File: config.mk
export PLATFORM = sky130hd
export DESIGN_NAME = nor_burst_seq
export DESIGN_NICKNAME = d
export VERILOG_FILES = /design/src/rtl/nor_burst_pkg.sv /design/src/rtl/nor_burst_ctrl.sv /design/src/rtl/nor_burst_dpath.sv /design/src/rtl/nor_burst_seq.sv
export SDC_FILE = /design/constraint.sdc
export NUM_CORES = 1
export LEC_CHECK = 0
export ABC_AREA = 0
export BUFFER_PORTS_ARGS = -buffer_cell sky130_fd_sc_hd__buf_2
export CORE_MARGIN = 2
export CORE_UTILIZATION = 51
export DETAILED_ROUTE_END_ITERATION = 10
export PLACE_DENSITY = 0.88
export SLEW_MARGIN = 20
export SYNTH_ARGS = -nofsm -noshare
export SYNTH_HDL_FRONTEND = slang
export SYNTH_HIERARCHICAL = 1
export SYNTH_SLANG_ARGS = --single-unit
File: constraint.sdc
create_clock -name clk -period 2.6 [get_ports clk]
set_clock_uncertainty 0.05 [all_clocks]
set_input_delay 0.52 -clock clk [delete_from_list [all_inputs] [get_ports clk]]
set_output_delay 0.52 -clock clk [all_outputs]
set_load 0.05 [all_outputs]
File: src/rtl/nor_burst_pkg.sv
package nor_burst_pkg;

  typedef enum logic [1:0] {
    ST_IDLE,
    ST_ADDR,
    ST_LAT,
    ST_DATA
  } seqState_t;

  typedef struct packed {
    logic loadReq;
    logic capLow;
    logic capHigh;
    logic finish;
  } ctlStrobe_t;

endpackage

File: src/rtl/nor_burst_ctrl.sv
module nor_burst_ctrl
  import nor_burst_pkg::*;
#(
  parameter int NUM_CS = 4,
  parameter int LAT_W  = 4,
  localparam int CS_W  = $clog2(NUM_CS)
) (
  input  logic                    clk,
  input  logic                    rstN,
  input  logic                    reqValid,
  input  logic                    reqSize32,
  input  logic [CS_W-1:0]         reqCs,
  input  logic [NUM_CS*LAT_W-1:0] cfgLatency,
  input  logic [NUM_CS-1:0]       cfgWaitPol,
  input  logic [NUM_CS-1:0]       cfgWaitCfg,
  input  logic                    memWait,
  output logic                    reqReady,
  output logic                    memClk,
  output logic [NUM_CS-1:0]       memCsN,
  output logic                    memAdvN,
  output logic                    memOeN,
  output ctlStrobe_t              strobe
);

  seqState_t        state;
  logic             phase;
  logic [LAT_W-1:0] latCnt;
  logic [LAT_W-1:0] latQ;
  logic [LAT_W-1:0] latSel;
  logic [CS_W-1:0]  csQ;
  logic             size32Q;
  logic             polQ;
  logic             timingQ;
  logic             beatHi;
  logic             armed;

  logic memEdge;
  logic waitActive;
  logic beatNow;
  logic lastBeat;
  logic accept;

  // pick the latency of the requested chip select
  always_comb begin
    latSel = '0;
    for (int i = 0; i < NUM_CS; i++) begin
      if (reqCs == CS_W'(i)) latSel = cfgLatency[i*LAT_W +: LAT_W];
    end
  end

  assign accept     = reqValid && (state == ST_IDLE);
  assign memEdge    = (state != ST_IDLE) && !phase;
  assign waitActive = polQ ? memWait : !memWait;
  assign beatNow    = (state == ST_DATA) && memEdge && (timingQ ? !waitActive : armed);
  assign lastBeat   = beatNow && (beatHi || !size32Q);

  always_comb begin
    strobe         = '0;
    strobe.loadReq = accept;
    strobe.capLow  = beatNow && !beatHi;
    strobe.capHigh = beatNow && beatHi;
    strobe.finish  = lastBeat;
  end

  always_ff @(posedge clk or negedge rstN) begin
    if (!rstN) begin
      state   <= ST_IDLE;
      phase   <= 1'b0;
      latCnt  <= '0;
      latQ    <= '0;
      csQ     <= '0;
      size32Q <= 1'b0;
      polQ    <= 1'b0;
      timingQ <= 1'b0;
      beatHi  <= 1'b0;
      armed   <= 1'b0;
    end else begin
      case (state)
        ST_IDLE: begin
          phase <= 1'b0;
          if (accept) begin
            state   <= ST_ADDR;
            latQ    <= latSel;
            csQ     <= reqCs;
            size32Q <= reqSize32;
            polQ    <= cfgWaitPol[reqCs];
            timingQ <= cfgWaitCfg[reqCs];
            beatHi  <= 1'b0;
            armed   <= 1'b0;
          end
        end
        ST_ADDR: begin
          phase <= !phase;
          if (phase) begin
            state  <= ST_LAT;
            latCnt <= latQ;
          end
        end
        ST_LAT: begin
          phase <= !phase;
          if (memEdge) begin
            if (latCnt == '0) state <= ST_DATA;
            else              latCnt <= latCnt - 1'b1;
          end
        end
        ST_DATA: begin
          if (lastBeat) begin
            state <= ST_IDLE;
            phase <= 1'b0;
          end else begin
            phase <= !phase;
            if (beatNow) begin
              beatHi <= 1'b1;
              armed  <= 1'b0;
            end else if (memEdge && !timingQ && !waitActive) begin
              armed <= 1'b1;
            end
          end
        end
        default: state <= ST_IDLE;
      endcase
    end
  end

  assign reqReady = (state == ST_IDLE);
  assign memClk   = phase;
  assign memAdvN  = (state != ST_ADDR);
  assign memOeN   = !((state == ST_LAT) || (state == ST_DATA));

  for (genvar g = 0; g < NUM_CS; g++) begin : g_csDecode
    assign memCsN[g] = !((state != ST_IDLE) && (csQ == CS_W'(g)));
  end

  // address-valid low for two system clocks, then released
  p_adv_hold_r2: assert property (@(posedge clk) disable iff (!rstN)
    $fell(memAdvN) |=> !memAdvN);
  p_adv_release_r2: assert property (@(posedge clk) disable iff (!rstN)
    (!memAdvN && $past(!memAdvN)) |=> memAdvN);
  p_cs_onehot_r2: assert property (@(posedge clk) disable iff (!rstN)
    $onehot0(~memCsN));
  // clock parked low whenever no chip select is active
  p_idle_clk_low_r3: assert property (@(posedge clk) disable iff (!rstN)
    (&memCsN) |-> !memClk);
  // chip select and output enable held through data phase until the last beat
  p_data_hold_r8: assert property (@(posedge clk) disable iff (!rstN)
    ((state == ST_DATA) && !lastBeat) |=> (!(&memCsN) && !memOeN));
  // never ready while a chip select is asserted
  p_ready_idle_r12: assert property (@(posedge clk) disable iff (!rstN)
    !(&memCsN) |-> !reqReady);

endmodule

File: src/rtl/nor_burst_dpath.sv
module nor_burst_dpath
  import nor_burst_pkg::*;
#(
  parameter int ADDR_W = 24,
  parameter int HALF_W = 16
) (
  input  logic                clk,
  input  logic                rstN,
  input  ctlStrobe_t          strobe,
  input  logic [ADDR_W-1:0]   reqAddr,
  input  logic [HALF_W-1:0]   memData,
  output logic [ADDR_W-1:0]   memAddr,
  output logic                rspValid,
  output logic [2*HALF_W-1:0] rspData
);

  logic [HALF_W-1:0] lowQ;

  always_ff @(posedge clk or negedge rstN) begin
    if (!rstN) begin
      memAddr  <= '0;
      lowQ     <= '0;
      rspValid <= 1'b0;
      rspData  <= '0;
    end else begin
      rspValid <= strobe.finish;
      if (strobe.loadReq) memAddr <= reqAddr;
      if (strobe.capLow)  lowQ    <= memData;
      if (strobe.finish) begin
        if (strobe.capHigh) rspData <= {memData, lowQ};
        else                rspData <= {{HALF_W{1'b0}}, memData};
      end
    end
  end

  // response valid is a single-cycle pulse
  p_rsp_pulse_r11: assert property (@(posedge clk) disable iff (!rstN)
    rspValid |=> !rspValid);
  // the high halfword is never captured at the same time as a load
  p_load_vs_cap_r10: assert property (@(posedge clk) disable iff (!rstN)
    strobe.loadReq |-> !(strobe.capLow || strobe.capHigh));

endmodule

File: src/rtl/nor_burst_seq.sv
module nor_burst_seq
  import nor_burst_pkg::*;
#(
  parameter int NUM_CS = 4,
  parameter int LAT_W  = 4,
  parameter int ADDR_W = 24,
  parameter int HALF_W = 16,
  localparam int CS_W  = $clog2(NUM_CS)
) (
  input  logic                    clk,
  input  logic                    rstN,
  input  logic                    reqValid,
  output logic                    reqReady,
  input  logic [ADDR_W-1:0]       reqAddr,
  input  logic                    reqSize32,
  input  logic [CS_W-1:0]         reqCs,
  input  logic [NUM_CS*LAT_W-1:0] cfgLatency,
  input  logic [NUM_CS-1:0]       cfgWaitPol,
  input  logic [NUM_CS-1:0]       cfgWaitCfg,
  output logic                    memClk,
  output logic [NUM_CS-1:0]       memCsN,
  output logic                    memAdvN,
  output logic                    memOeN,
  output logic [ADDR_W-1:0]       memAddr,
  input  logic [HALF_W-1:0]       memData,
  input  logic                    memWait,
  output logic                    rspValid,
  output logic [2*HALF_W-1:0]     rspData
);

  ctlStrobe_t strobe;

  nor_burst_ctrl #(.NUM_CS(NUM_CS), .LAT_W(LAT_W)) u_ctrl (
    .clk(clk), .rstN(rstN), .reqValid(reqValid), .reqSize32(reqSize32),
    .reqCs(reqCs), .cfgLatency(cfgLatency), .cfgWaitPol(cfgWaitPol),
    .cfgWaitCfg(cfgWaitCfg), .memWait(memWait), .reqReady(reqReady),
    .memClk(memClk), .memCsN(memCsN), .memAdvN(memAdvN), .memOeN(memOeN),
    .strobe(strobe)
  );

  nor_burst_dpath #(.ADDR_W(ADDR_W), .HALF_W(HALF_W)) u_dpath (
    .clk(clk), .rstN(rstN), .strobe(strobe), .reqAddr(reqAddr),
    .memData(memData), .memAddr(memAddr), .rspValid(rspValid), .rspData(rspData)
  );

  // address held for the whole burst
  p_addr_stable_r12: assert property (@(posedge clk) disable iff (!rstN)
    (!reqReady && $past(!reqReady)) |-> $stable(memAddr));
  // response coincides with chip select released
  p_rsp_idle_r11: assert property (@(posedge clk) disable iff (!rstN)
    rspValid |-> ((&memCsN) && memOeN && reqReady));

endmodule

Yosys cells after proc, flatten, opt, wreduce, memory -nomap -nowiden:

Index checks and enable logic that the tools add are counted.

* output and inout port bits: 65
* bits in registers: 91
* logic and storage cells: 105
* input bits: 71

* muxes and demuxes: 31
* magnitude comparators: 1
* reductions and logical operators: 39
* equality and inequality tests: 19
* add/sub/neg operators: 1

Operator list (number)
* $mux 32: 1
* $mux 4: 7
* $ne 2x1->1 const B: 7
* $logic_and 1x1->1: 13
* $eq 2x2->1 const B: 6
* $reduce_and 4->1: 3
* $logic_not 1->1: 11
* $mux 1: 11
* $mux 2: 5
* $pmux 2 s4: 1
* $pmux 4 s2: 1
* $eq 2x1->1 const B: 3
* $logic_not 2->1: 3
* $reduce_bool 2->1: 3
* $reduce_and 5->1: 1
* $bmux 1 s2: 2
* $logic_not 4->1: 1
* $ne 2x2->1 const B: 2
* $pmux 1 s2: 2
* $sub 4x1->4 const B: 1
* $lt 2x3->1 const B: 1
* $ne 3x2->1 const B: 1
* $pmux 1 s3: 1
* $logic_or 1x1->1: 2
* other kinds (2): 2

Depth between registers and ports, before layout:

* word-level depth: 8
* depth in mapped cells: 12
* depth with buffers taken out: 8

By module:

The synthesis kept the hierarchy.

Modules (own cells, without submodules)
* nor_burst_dpath: times used 1, cells an instance 225, sequential area each 1826.8 um^2, area an instance 3054.2 um^2
* nor_burst_ctrl: times used 1, cells an instance 109, sequential area each 450.4 um^2, area an instance 1192.4 um^2

Worst setup path before layout:

OpenSTA, ideal clock, no wires.

* kind: register -> register
* from: register u_ctrl.state[0]
* to: register u_dpath.lowQ[10]
* stages on the path, launching flop included: 11
* period minus slack after synthesis: 2.605 ns
* required time: 2.425 ns
* setup time: 0.125 ns
* arrival time: 2.430 ns
* path slack: -0.005 ns
* cells stage by stage: dfrtp_1 -> inv_1 -> ha_1 -> buf_2 -> or3b_1 -> a21oi_1 -> o21ai_0 -> nor2_1 -> buf_6 -> buf_6 -> mux2_4

RTL lines
* start, declared: line nor_burst_ctrl.sv:25 `seqState_t state;`
* start signal, assigned: line nor_burst_ctrl.sv:67 `state <= ST_IDLE;`
* start signal, assigned: line nor_burst_ctrl.sv:82 `state <= ST_ADDR;`
* start signal, assigned: line nor_burst_ctrl.sv:95 `state <= ST_LAT;`
* end signal, assigned: line nor_burst_dpath.sv:28 `if (strobe.capLow) lowQ <= memData;`
* end, declared: line nor_burst_dpath.sv:17 `logic [HALF_W-1:0] lowQ;`

==> summary.md <==
| Metric | Value |
|---|---|
| Clk slew on worst S/H paths | `0.10 ns` |
| Hold-fix buffer count after cts | `0` |
| Outcome | `finished clean` |
| Worst Setup Start Kind | `flop` |
| Max-cap violations | `0` |
| Leak pwr | `0.002508 µW` |
| CP arrival | `2.65 ns` |
| Max Transition Viols Final | `0` |
| GRT overflow | `0` |
| Post-DP HPWL | `6.276 mm` |
| Critical Path End Type | `flop` |
| Largest net degree at the start of global routing | `66` |
| Fill count | `634` |
| Synth area leader | `dfrtp_1` |
| Ys flop type | `dfrtp_1` |
| RSZ-0062 raised after global routing | `false` |
| CTS tree | `built` |
| Num Clock Sinks | `91` |
| Die Span Y | `95.25 µm` |
| DRT iter0 DRCs | `74` |
| Mapped Cells | `334` |
| Synth Area in Adders | `1.473%` |
| Synth area leaders | `dfrtp_1 54%, mux2_4 11%, mux2i_1 4.2%` |
| # resized after CTS | `0` |
| Total number of yosys warnings | `6` |
| Share of cells above drive strength 1 | `45.51%` |
| Hold Violations, Final | `0` |
| Post-layout min period | `2.461 ns` |
| Post-CTS setup buffers | `0` |
| Width of the die | `95.25 µm` |
| Worst-margin pin slew | `0.5708 ns` |
| Layout Nets | `539` |
| Final Instance Area | `0.005218 mm²` |
| Final WL | `8.768 mm` |
| I/O Buffers | `135` |
| Avg Cell Area, Syn | `12.71 µm²` |
| Crit path buf inv count | `2` |
| Total negative slack | `0 ns` |
| Critical path's largest stage delay | `0.44 ns` |
| Clock tree buffer depth | `2` |
| Power per cell area | `1475 mW/mm²` |
| Synthesized area | `0.004247 mm²` |
| Initial core utilization | `52.21%` |
| Area grow syn2layout | `22.86%` |
| Wirelength per Cell | `15.30 µm` |
| Die area | `0.009073 mm²` |
| Compound-cell area share of the yosys netlist | `7.749%` |
| Skew-Pair Late Insertion Delay | `0.35 ns` |
| Post-Synth Simple-Gate Area | `7.012%` |
| Slowest cell on crit path | `or3b_1` |
| Critical path's top delay family | `simple AND/OR/NAND/NOR gates` |
| Req. time, crit path | `2.79 ns` |
| Post-synth EDFFs | `0` |
| Synth top area share | `53.62%` |
| Sequential area share after synthesis | `53.62%` |
| Tightest Hold Check Type | `primary input to asynchronous set/reset pin` |
| DRC errors left | `0` |
| Vias in the first global route | `2946` |
| # IOs | `136` |
| Synth Area in XOR/XNOR | `0.2062%` |
| CTS root buf | `clkbuf_8` |
| TritonCTS buffer count | `9` |
| Mux contribution to synthesized area | `23.42%` |
| First-pass GRT wire length | `13.74 mm` |
| All-layer global routing usage | `19.57%` |
| Yosys reg bits | `91` |
| DR pass1 iterations | `4` |
| Vias | `3018` |
| Main combinational cell family by area after synthesis | `multiplexers` |
| Maximum VDD drop | `0.0009393 V` |
| Core Area | `0.008134 mm²` |
| Area after DPL | `0.004981 mm²` |
| Crit-path cells | `inv_1 -> ha_2 -> or3b_1 -> a21oi_1 -> o21ai_0 -> nor2_2 -> buf_12 -> mux2_1` |
| Fmax | `0.4064 GHz` |
| Syn_nets | `410` |
| Antenna violations before repair | `0` |
| Ant. Diodes | `0` |
| Final setup viols | `0` |
| Crit Path Class | `flop to flop` |
| Crit path max fanout | `16` |
| Vias per cell | `5.267` |
| Async SR Flop Fraction | `100.0%` |
| Slew headroom | `61.67%` |
| Antenna Nets Post-Route | `0` |
| Final period util | `94.64%` |
| FP Rows | `33` |
| H-tree depth | `3` |
| GP Congestion | `0.8226` |
| Unique masters post-synth | `43` |
-- metal layers --
| layer | part of all wire (%) | track usage (%) | wire (µm) |
|---|---|---|---|
| met4 | 1.7 | 7.488 | 147 |
| met2 | 47 | 31.34 | 4138 |
| met1 | 44 | 26.03 | 3825 |
| met5 | 0 | 0 | 0 |
| met3 | 7.5 | 4.427 | 656 |
-- worst reg2reg max path, stage by stage, from the launching register on --
cell and delay, ns:
dfrtp_1 0.40, inv_1 0.08, ha_2 0.25, or3b_1 0.44, a21oi_1 0.19, o21ai_0 0.22, nor2_2 0.19, buf_12 0.18
mux2_1 0.35
-- sequential cells by signal, summed over array words and instances, names as in the netlist --
register and cells:
u_dpath/rspData 32, u_dpath/memAddr 24, u_dpath/lowQ 16, u_ctrl/latCnt 4, u_ctrl/latQ 4, u_ctrl/csQ 2, u_ctrl/state 2, u_ctrl/armed 1
u_ctrl/beatHi 1, u_ctrl/memClk 1, u_ctrl/polQ 1, u_ctrl/size32Q 1, u_ctrl/timingQ 1, u_dpath/rspValid 1
-- logic make-up after synthesis --
logic type,count (synthesis)
AOI/OAI and AO/OA,54
xor gates and xnor gates,1
adders and majority gates,5
buffers and inverters,48
DFF,91
muxes,74
and+or+nand+nor,61
-- final timing paths --
| kind | cells after the start | end | start | slack [ns] |
|---|---|---|---|---|
| worst max register to register | 8 | u_dpath/lowQ[3] | u_ctrl/state[1] | 0.14 |
| min in group clk | 2 | u_dpath/memAddr[1] | reqAddr[1] | 0.33 |
| worst min-delay path | 1 | u_dpath/lowQ[0] | rstN | 0.05 |
| worst min register to register | 1 | u_dpath/memAddr[22] | u_dpath/memAddr[22] | 0.44 |
| max in group asynchronous | 2 | u_dpath/memAddr[2] | rstN | 1.79 |
| worst max-delay path | 8 | u_dpath/lowQ[3] | u_ctrl/state[1] | 0.14 |
-- cell usage after synthesis, types with 2 or more instances --
cell	instances
dfrtp_1	91
mux2_4	31
nor2_1	26
inv_1	25
a21oi_1	24
mux2i_1	18
nand3_1	17
o21ai_1	16
buf_2	10
mux2_1	10
mux2_2	9
buf_6	6
mux4_2	6
ha_1	5
o21ai_0	5
buf_4	3
nand2_1	3
nand3b_1	2
nor3_1	2
o221a_2	2
-- cells in the final DEF, fill, tap and decap left out, types with 16 or more instances in the layout --
master and instances:
buf_2 134, dfrtp_1 91, mux2_4 31, inv_1 25, a21oi_1 24, nor2_1 24, mux2i_1 18, nand3_1 17
o21ai_1 16
-- through the flow --
| step | utilization, % | power (µW) | hold slack (ns) | setup WS (ns) | std cells |
|---|---|---|---|---|---|
| 3_3_place_gp | 61.24 | 6466 | 0.4149 | 0.2888 | 557 |
| 3_5_place_dp | 61.24 | 6618 | 0.4220 | 0.1704 | 557 |
| 6_report | 64.14 | 7696 | 0.04883 | 0.1394 | 573 |
| 5_1_grt | 64.14 | 8108 | 0.06839 | 0.02457 | 573 |
| 4_1_cts | 64.08 | 7733 | 0.05212 | 0.1492 | 573 |
| 2_1_floorplan | - | 5704 | 0.1744 | 0.1479 | 334 |
-- final cells by class --
cell class                      count  area, µm²  area share [%]
Inverter                           25      93.84           1.799
Timing Repair Buffer              141      773.2           14.82
Sequential cell                    91       2277           43.65
Clock inverter                      6      93.84           1.799
Multi-Input combinational cell    195       1710           32.78
Clock buffer                       10      137.6           2.638
Tap cell                          105      131.4           2.518
-- power by group --
part           switching, µW  internal, µW
sequential               434          2100
combinational           2730          1340
clock                    513           576
total                   3680          4020
No activity file was read; power rests on OpenSTA's default activity.
